<file path="src/rtl/wtc_pkg.sv">
package wtc_pkg;
  localparam int CTL_SEL_BIT = 31;

  typedef enum logic [1:0] {
    CTL_NONE = 2'd0,
    CTL_LINE = 2'd1,
    CTL_ALL  = 2'd2
  } ctl_op_e;

  // Bit 31 set: one line; clear: whole cache.
  function automatic ctl_op_e ctl_decode(input logic we, input logic [31:0] val);
    if (!we) return CTL_NONE;
    return val[CTL_SEL_BIT] ? CTL_LINE : CTL_ALL;
  endfunction
endpackage

</file>
<file path="src/rtl/wtc_flush_seq.sv">
module wtc_flush_seq #(
  parameter int IDX_W = 4
) (
  input  logic             clk,
  input  logic             rst_n,
  input  logic             start,
  output logic             busy,
  output logic [IDX_W-1:0] step_idx
);
  localparam logic [IDX_W-1:0] LAST_IDX = {IDX_W{1'b1}};

  logic             busy_q;
  logic [IDX_W-1:0] cnt_q;

  always_ff @(posedge clk or negedge rst_n) begin
    if (!rst_n) begin
      busy_q <= 1'b0;
      cnt_q  <= '0;
    end else if (busy_q) begin
      cnt_q <= cnt_q + 1'b1;
      if (cnt_q == LAST_IDX) busy_q <= 1'b0;
    end else if (start) begin
      busy_q <= 1'b1;
      cnt_q  <= '0;
    end
  end

  assign busy     = busy_q;
  assign step_idx = cnt_q;
endmodule

</file>
<file path="src/rtl/wtc_valid_store.sv">
module wtc_valid_store #(
  parameter int IDX_W = 4
) (
  input  logic                  clk,
  input  logic                  rst_n,
  input  logic                  set_en,
  input  logic [IDX_W-1:0]      set_idx,
  input  logic                  clr_line_en,
  input  logic [IDX_W-1:0]      clr_line_idx,
  input  logic                  clr_step_en,
  input  logic [IDX_W-1:0]      clr_step_idx,
  input  logic                  clr_tlb_en,
  input  logic [IDX_W-1:0]      clr_tlb_idx,
  output logic [(1<<IDX_W)-1:0] valid_vec
);
  localparam int LINES = 1 << IDX_W;

  for (genvar g = 0; g < LINES; g++) begin : g_line
    logic clr_hit;
    logic set_hit;
    assign clr_hit = (clr_line_en && clr_line_idx == IDX_W'(g))
                   || (clr_step_en && clr_step_idx == IDX_W'(g))
                   || (clr_tlb_en  && clr_tlb_idx  == IDX_W'(g));
    assign set_hit = set_en && set_idx == IDX_W'(g);

    // Clearing wins over setting.
    always_ff @(posedge clk or negedge rst_n) begin
      if (!rst_n)       valid_vec[g] <= 1'b0;
      else if (clr_hit) valid_vec[g] <= 1'b0;
      else if (set_hit) valid_vec[g] <= 1'b1;
    end
  end
endmodule

</file>
<file path="src/rtl/wtc_tag_data.sv">
module wtc_tag_data #(
  parameter int IDX_W = 4,
  parameter int TAG_W = 26,
  parameter int DW    = 32
) (
  input  logic             clk,
  input  logic             we,
  input  logic [IDX_W-1:0] widx,
  input  logic [TAG_W-1:0] wtag,
  input  logic [DW-1:0]    wdata,
  input  logic [IDX_W-1:0] ridx,
  output logic [TAG_W-1:0] rtag,
  output logic [DW-1:0]    rdata
);
  localparam int LINES = 1 << IDX_W;

  logic [TAG_W-1:0] tag_mem  [LINES];
  logic [DW-1:0]    data_mem [LINES];

  always_ff @(posedge clk) begin
    if (we) begin
      tag_mem[widx]  <= wtag;
      data_mem[widx] <= wdata;
    end
  end

  assign rtag  = tag_mem[ridx];
  assign rdata = data_mem[ridx];
endmodule

</file>
<file path="src/rtl/wtc_ctrl.sv">
module wtc_ctrl
  import wtc_pkg::*;
#(
  parameter int AW    = 32,
  parameter int DW    = 32,
  parameter int IDX_W = 4,
  parameter int OFF_W = 2
) (
  input  logic          clk,
  input  logic          rst_n,
  input  logic          cpu_req,
  input  logic          cpu_we,
  input  logic [AW-1:0] cpu_addr,
  input  logic [DW-1:0] cpu_wdata,
  input  logic          tlb_miss,
  output logic          cpu_stall,
  output logic          cpu_hit,
  output logic [DW-1:0] cpu_rdata,
  output logic          mem_we,
  output logic [AW-1:0] mem_addr,
  output logic [DW-1:0] mem_wdata,
  input  logic          fill_we,
  input  logic [AW-1:0] fill_addr,
  input  logic [DW-1:0] fill_data,
  input  logic          csr_we,
  input  logic [31:0]   csr_wdata
);
  localparam int TAG_W = AW - IDX_W - OFF_W;
  localparam int LINES = 1 << IDX_W;

  function automatic logic [IDX_W-1:0] line_idx(input logic [AW-1:0] a);
    return a[OFF_W +: IDX_W];
  endfunction

  function automatic logic [TAG_W-1:0] line_tag(input logic [AW-1:0] a);
    return a[AW-1 -: TAG_W];
  endfunction

  // Named internal events
  ctl_op_e          ctl_op;
  logic             busy;
  logic [IDX_W-1:0] step_idx;
  logic             accept;
  logic             st_evt;
  logic             tlb_clr_evt;
  logic             ld_evt;
  logic             line_inv_evt;
  logic             flush_start_evt;
  logic             flush_step_evt;
  logic             fill_evt;
  logic             set_evt;
  logic [IDX_W-1:0] cidx;
  logic [TAG_W-1:0] ctag;
  logic [IDX_W-1:0] set_idx;
  logic [TAG_W-1:0] set_tag;
  logic [DW-1:0]    set_data;
  logic [TAG_W-1:0] rtag;
  logic [LINES-1:0] valid_vec;

  assign ctl_op          = ctl_decode(csr_we, csr_wdata);
  assign cidx            = line_idx(cpu_addr);
  assign ctag            = line_tag(cpu_addr);
  assign accept          = cpu_req && !busy;
  assign st_evt          = accept && cpu_we && !tlb_miss;
  assign tlb_clr_evt     = accept && cpu_we && tlb_miss;
  assign ld_evt          = accept && !cpu_we && !tlb_miss;
  assign line_inv_evt    = !busy && ctl_op == CTL_LINE;
  assign flush_start_evt = !busy && ctl_op == CTL_ALL;
  assign flush_step_evt  = busy;
  assign fill_evt        = !busy && fill_we && !st_evt;
  assign set_evt         = st_evt || fill_evt;

  assign set_idx  = st_evt ? cidx      : line_idx(fill_addr);
  assign set_tag  = st_evt ? ctag      : line_tag(fill_addr);
  assign set_data = st_evt ? cpu_wdata : fill_data;

  wtc_flush_seq #(.IDX_W(IDX_W)) u_seq (
    .clk      (clk),
    .rst_n    (rst_n),
    .start    (flush_start_evt),
    .busy     (busy),
    .step_idx (step_idx)
  );

  wtc_valid_store #(.IDX_W(IDX_W)) u_valid (
    .clk          (clk),
    .rst_n        (rst_n),
    .set_en       (set_evt),
    .set_idx      (set_idx),
    .clr_line_en  (line_inv_evt),
    .clr_line_idx (csr_wdata[IDX_W-1:0]),
    .clr_step_en  (flush_step_evt),
    .clr_step_idx (step_idx),
    .clr_tlb_en   (tlb_clr_evt),
    .clr_tlb_idx  (cidx),
    .valid_vec    (valid_vec)
  );

  wtc_tag_data #(.IDX_W(IDX_W), .TAG_W(TAG_W), .DW(DW)) u_store (
    .clk   (clk),
    .we    (set_evt),
    .widx  (set_idx),
    .wtag  (set_tag),
    .wdata (set_data),
    .ridx  (cidx),
    .rtag  (rtag),
    .rdata (cpu_rdata)
  );

  assign cpu_stall = busy;
  assign cpu_hit   = ld_evt && valid_vec[cidx] && rtag == ctag;
  assign mem_we    = st_evt;
  assign mem_addr  = cpu_addr;
  assign mem_wdata = cpu_wdata;
endmodule

</file>
<file path="config.mk">
export PLATFORM = sky130hd
export DESIGN_NAME = wtc_ctrl
export DESIGN_NICKNAME = d
export VERILOG_FILES = /design/src/rtl/wtc_pkg.sv /design/src/rtl/wtc_flush_seq.sv /design/src/rtl/wtc_valid_store.sv /design/src/rtl/wtc_tag_data.sv /design/src/rtl/wtc_ctrl.sv
export SDC_FILE = /design/constraint.sdc
export NUM_CORES = 1
export LEC_CHECK = 0
export BUFFER_PORTS_ARGS = -buffer_cell sky130_fd_sc_hd__clkbuf_2
export CAP_MARGIN = 10
export CORE_AREA = 2 2 356 270
export DETAILED_ROUTE_END_ITERATION = 10
export DIE_AREA = 0 0 358 272
export GPL_TIMING_DRIVEN = 0
export PLACE_DENSITY = 0.59
export SYNTH_ARGS = -nofsm -noshare
export SYNTH_HDL_FRONTEND = slang
export SYNTH_SLANG_ARGS = --single-unit
</file>
<file path="constraint.sdc">
create_clock -name clk -period 5.65 [get_ports clk]
set_clock_uncertainty 0.2 [all_clocks]
set_input_delay 1.4125 -clock clk [delete_from_list [all_inputs] [get_ports clk]]
set_output_delay 1.4125 -clock clk [all_outputs]
set_load 0.05 [all_outputs]
</file>
# Word level (Yosys, flattened, before mapping)
# Memory sizes are Yosys's and may differ from the RTL's.
# Cells that the tools add are included.
op_classes:
  n_reduce_logical: 134
  eq_ne: 63
  n_mux: 46
  n_addsub: 1
  n_lt_le_gt_ge: 1
op_table:
  columns: ["operator", "n"]
  rows:
  - ["$eq A4 B4 Y1 const B", 32]
  - ["$logic_and A1 B1 Y1", 76]
  - ["$eq A4 B3 Y1 const B", 16]
  - ["$mux W1", 38]
  - ["$reduce_bool A2 Y1", 17]
  - ["$logic_or A1 B1 Y1", 33]
  - ["$eq A4 B2 Y1 const B", 8]
  - ["$mux W32", 1]
  - ["$eq A26 B26 Y1", 1]
  - ["$mux W26", 1]
  - ["$eq A4 B1 Y1 const B", 4]
  - ["$logic_not A4 Y1", 4]
  - ["$mux W4", 3]
  - ["$lt A4 B5 Y1 const B", 1]
  - ["$add A4 B1 Y4 const B", 1]
  - ["$bmux W1 S4", 1]
  - ["$logic_not A1 Y1", 4]
  - ["$mux W2", 2]
  - ["$eq A2 B1 Y1 const B", 1]
  - ["$eq A2 B2 Y1 const B", 1]
word_totals:
  wordCells: 265
  inputBits: 167
  n_memories: 2
  out_inout_bits: 99
  reg_bits: 21
  ram_bits: 928
memory_table:
  columns: ["name", "depth", "word_bits", "read_ports", "rd_clocked_by_memory_dff", "write_ports", "line", "source"]
  rows:
  - ["u_store.data_mem", 16, 32, 1, 0, 1, "wtc_tag_data.sv:18", "logic [DW-1:0] data_mem [LINES];"]
  - ["u_store.tag_mem", 16, 26, 1, 0, 1, "wtc_tag_data.sv:17", "logic [TAG_W-1:0] tag_mem [LINES];"]

# Logic depth before layout (Yosys ltp)
logic_depth:
  ltp_word: 10
  ltp_mapped: 11
  depth_no_buf: 8

# By module
# A second synthesis with hierarchy kept.
unflattened:
  cells_unflattened: 1751
  hier_area_um2: 37613.6
modules_own_cells:
  columns: ["mod", "cells_per_inst", "seq_area_each_um2", "area_per_inst_um2", "instances"]
  rows:
  - ["wtc_tag_data", 1438, 27866.7, 34730.8, 1]
  - ["wtc_ctrl", 184, 0.0, 1720.4, 1]
  - ["wtc_valid_store", 112, 400.4, 943.4, 1]
  - ["wtc_flush_seq", 17, 125.1, 219.0, 1]

# Worst setup path before layout
# No wires, ideal clock.
synth_path:
  kind: "in2out"
  start: "input port cpu_addr[3]"
  end: "output port cpu_hit"
  path_buffers: 3
  setup_slack_ns: -0.145
  t_required_ns: 4.038
  arrival_time_ns: 4.183
  stages: 9
  cell_sequence: "buf_2 > buf_2 > buf_2 > mux4_2 > a22oi_1 > o211ai_1 > a2111oi_0 > o21ai_1 > nor4_2"
synth_between:
  elab_chain_cells: 4
  word_cells_on_any_way: 6
  classes_between: "eq/ne: 1; mux: 2; reduce/logical: 2; memory: 1"
synth_lines:
  columns: ["element", "line", "source"]
  rows:
  - ["from (decl)", "wtc_ctrl.sv:13", "input logic [AW-1:0] cpu_addr,"]
  - ["parallel branches: the longest is 3 deep, another holds $mem_v2 Z16 W26", null, null]
  - ["$logic_and A1 B1 Y1 *", "wtc_ctrl.sv:111", "assign cpu_hit = ld_evt && valid_vec[cidx] && rtag == ctag;"]
  - ["to (decl)", "wtc_ctrl.sv:17", "output logic cpu_hit,"]
# Mark *: on every way between the ends. The select of a mux whose other input is x is not followed.

# Worst setup path after layout
layout_path:
  start: "input port cpu_addr[2]"
  end: "output port cpu_hit"
# Same word-level chain as after synthesis.

==> impl_metrics.ini <==
[status]
status = finished, violations left
violations = setup timing

[timing]
setup_viol = 1
drv_slew = 0
fmax_mhz = 169
rsz0062_at_grt = yes
slew_headroom_pct = 6.16
hold_violations = 0
setup_ws_ns = -0.265
period_share_pct = 105
min_period_ns = 5.91
finalHoldWorstSlack_ns = 0.297
worstMarginPinSlew_ns = 1.41

[final_layout]
diodes = 0
nFillCells = 7669
nets = 2443
post_route_cells_drive_above_1_share_pct = 37.6
syn_to_final_growth_pct = 19.8
final_common_cell = edfxtp_1
layout_common_cells = edfxtp_1 (928), mux4_2 (260), clkbuf_2 (233), nand2_1 (190)
final_util_pct = 48.7
design_area_sq_um = 45800

[synth]
synth_top_cell_area_share_pct = 72.8
synthCells = 1876
synthArstFlopShare_pct = 2.21
avgSynthCellArea_sq_um = 20.4
synth_fp_nets = 2047
yosys.area.top_type = edfxtp_1
synth_seq_cells = 949
synth_area_sq_um = 38300
synth.area.top_cells = edfxtp_1 (73%), mux4_2 (15%), nand2_1 (1.9%)
synthFlopType = edfxtp_1
post_synth_num_cell_types = 69
yosysSeqAreaShare_pct = 74.2
yosys_warnings = 0
synth_edf_count = 928

[global_routing]
grtUsageTotal_pct = 21.5
overflow = 0
grt_antenna_before_repair = 1
grt_pass1_wl_um = 148000
grt_pass1_vias = 20352
grt_max_degree = 23

[floorplan]
ios = 266
die_y_um = 272
start_util_pct = 40.6
die_width_um = 358
row_count = 98
core_area_sq_um = 94200
die_area_sq_um = 97400

[power]
powerDensity_nw_per_um2 = 340
peakVddDrop_mv = 0.226
leakage_nw = 15.5

[setup_path]
cp_data_required_time_ns = 4.04
arrival_ns = 4.30
worst_setup_path_end_kind = output port
startpoint_type = primary input
worstPathMaxFanout = 7
critPathKind = in -> out

[route]
vias = 20466
drc = 0
viasPerCell = 5.69
wl_um = 105000
initialDrtViolationCount = 2669
wl_per_cell_um = 29.1
postRouteAntennaNets = 0
drt-pass1-iter-count = 5

[cts]
cts_sinks = 949
numCtsBuffers = 94
ctsLongestPathBuffers = 3
worstSkewPairLatency_ns = 0.64
ctsHtreeMaxLevel = 3
cts_tree = yes
path_clk_slew_ns = 0.07
cts_root_buf = clkbuf_16

[placement]
io_buffers = 229
placed_cell_area_sq_um = 42300
dpl_worst_slack_ns = -1.23
routabilityCongestion = 0.890
post-dp-hpwl_um = 68100

[run]
maxCapViolations = 0

[min_path]
worst_hold_path_type = reg -> reg
==> final cells by class <==
| type | instances | area, sq um | share of cell area (%) |
|---|---|---|---|
| repair buffers | 300 | 2490 | 5.43 |
| well taps | 1250 | 1560 | 3.41 |
| clock inverters | 62 | 494 | 1.08 |
| plain buffers | 155 | 1340 | 2.91 |
| clock buffers | 111 | 2480 | 5.41 |
| multi-input cells | 757 | 9030 | 19.7 |
| flip-flops and latches | 949 | 28400 | 61.9 |
| inverters | 15 | 57.6 | 0.126 |
==> registers in the layout, summed over array words and instances (netlist names) <==
signal,flops
u_seq.busy,1
u_store.tag_mem,416
u_valid.valid_vec,16
u_store.data_mem,512
u_seq.step_idx,4
==> Yosys cell counts (all sizes together) (3+ instances only) <==
master and number:
a41oi 3, a22oi 10, a32oi 7, ha 4, edfxtp 928, nor2 48, nor3 6, xor2 15
nand2 191, a211oi 12, nand3 14, nand2b 10, a21oi 7, o22ai 14, nor2b 17, o21ai 22
dfrtp 21, inv 13, a311oi 4, mux2 5, xnor2 10, buf 127, nor4 5, mux4 261
clkbuf 28, a2111oi 5, o221a 4, mux2i 51
==> metrics by stage <==
step	instances	total power, mW	TNS, ns
3_5_place_dp	3413	9.60	-28.74
2_1_floorplan	1876	9.08	-0.135
4_1_cts	3599	15.7	-0.127
5_1_grt	3599	16.0	-0.219
6_report	3599	15.6	-0.265
3_3_place_gp	3355	9.54	-4365.60
==> kinds of logic after synthesis <==
| group | after synthesis | synth area share [%] |
|---|---|---|
| muxes | 317 | 16.9 |
| and+or+nand+nor | 304 | 3.44 |
| buffers and inverters | 170 | 2.79 |
| xor gates and xnor gates | 25 | 0.572 |
| adders and majority gates | 4 | 0.131 |
| AOI/OAI and AO/OA | 107 | 2.02 |
| DFF | 949 | 74.2 |
==> per-layer routing <==
layer	wire length [um]	vias to the layer above	part of all wire (%)	global-route usage, %
met1	44400	10841	42	31.3
met5	0	-	0	0
met4	2840	0	2.7	5.84
li1	-	8454	-	-
met3	9210	197	8.8	5.14
met2	48300	974	46	32.6
==> path summary, 6_finish.rpt <==
check | to | startpoint | slack (ns) | cells after the start
min in group asynchronous | u_seq.step_idx[0] | rst_n | 0.55 | 1
worst min register to register | u_valid.valid_vec[15] | u_valid.valid_vec[15] | 0.30 | 1
worst min-delay path | u_valid.valid_vec[15] | u_valid.valid_vec[15] | 0.30 | 1
worst max-delay path | cpu_hit | cpu_addr[2] | -0.26 | 10
worst max register to register | u_store.tag_mem[5][7] | u_seq.busy | 1.55 | 8
max in group asynchronous | u_valid.valid_vec[0] | rst_n | 4.30 | 1
==> repair_timing <==
| action | in CTS | in global routing |
|---|---|---|
| gates resized for setup | 134 | 9 |
| hold buffers | 0 | 0 |
| cloned | 3 | 0 |
| setup endpoints to repair | 33 | 13 |
| pin swaps | 7 | 0 |
| setup buffers | 10 | 0 |
==> worst max-delay path: stages <==
cell and delay (ns):
buf_16 0.11, buf_12 0.15, buf_12 0.15, mux4_2 0.56, a22oi_2 0.28, o211ai_1 0.21
a2111oi_1 0.55, o21ai_2 0.20, nor4_4 0.39, clkbuf_8 0.26
==> report_power, final <==
part           internal, mW  switching [mW]
registers              7.93          0.0627
clock network          3.42            2.64
logic                 0.557           0.962
total                  11.9            3.66
No activity file was read; power rests on OpenSTA's default activity.
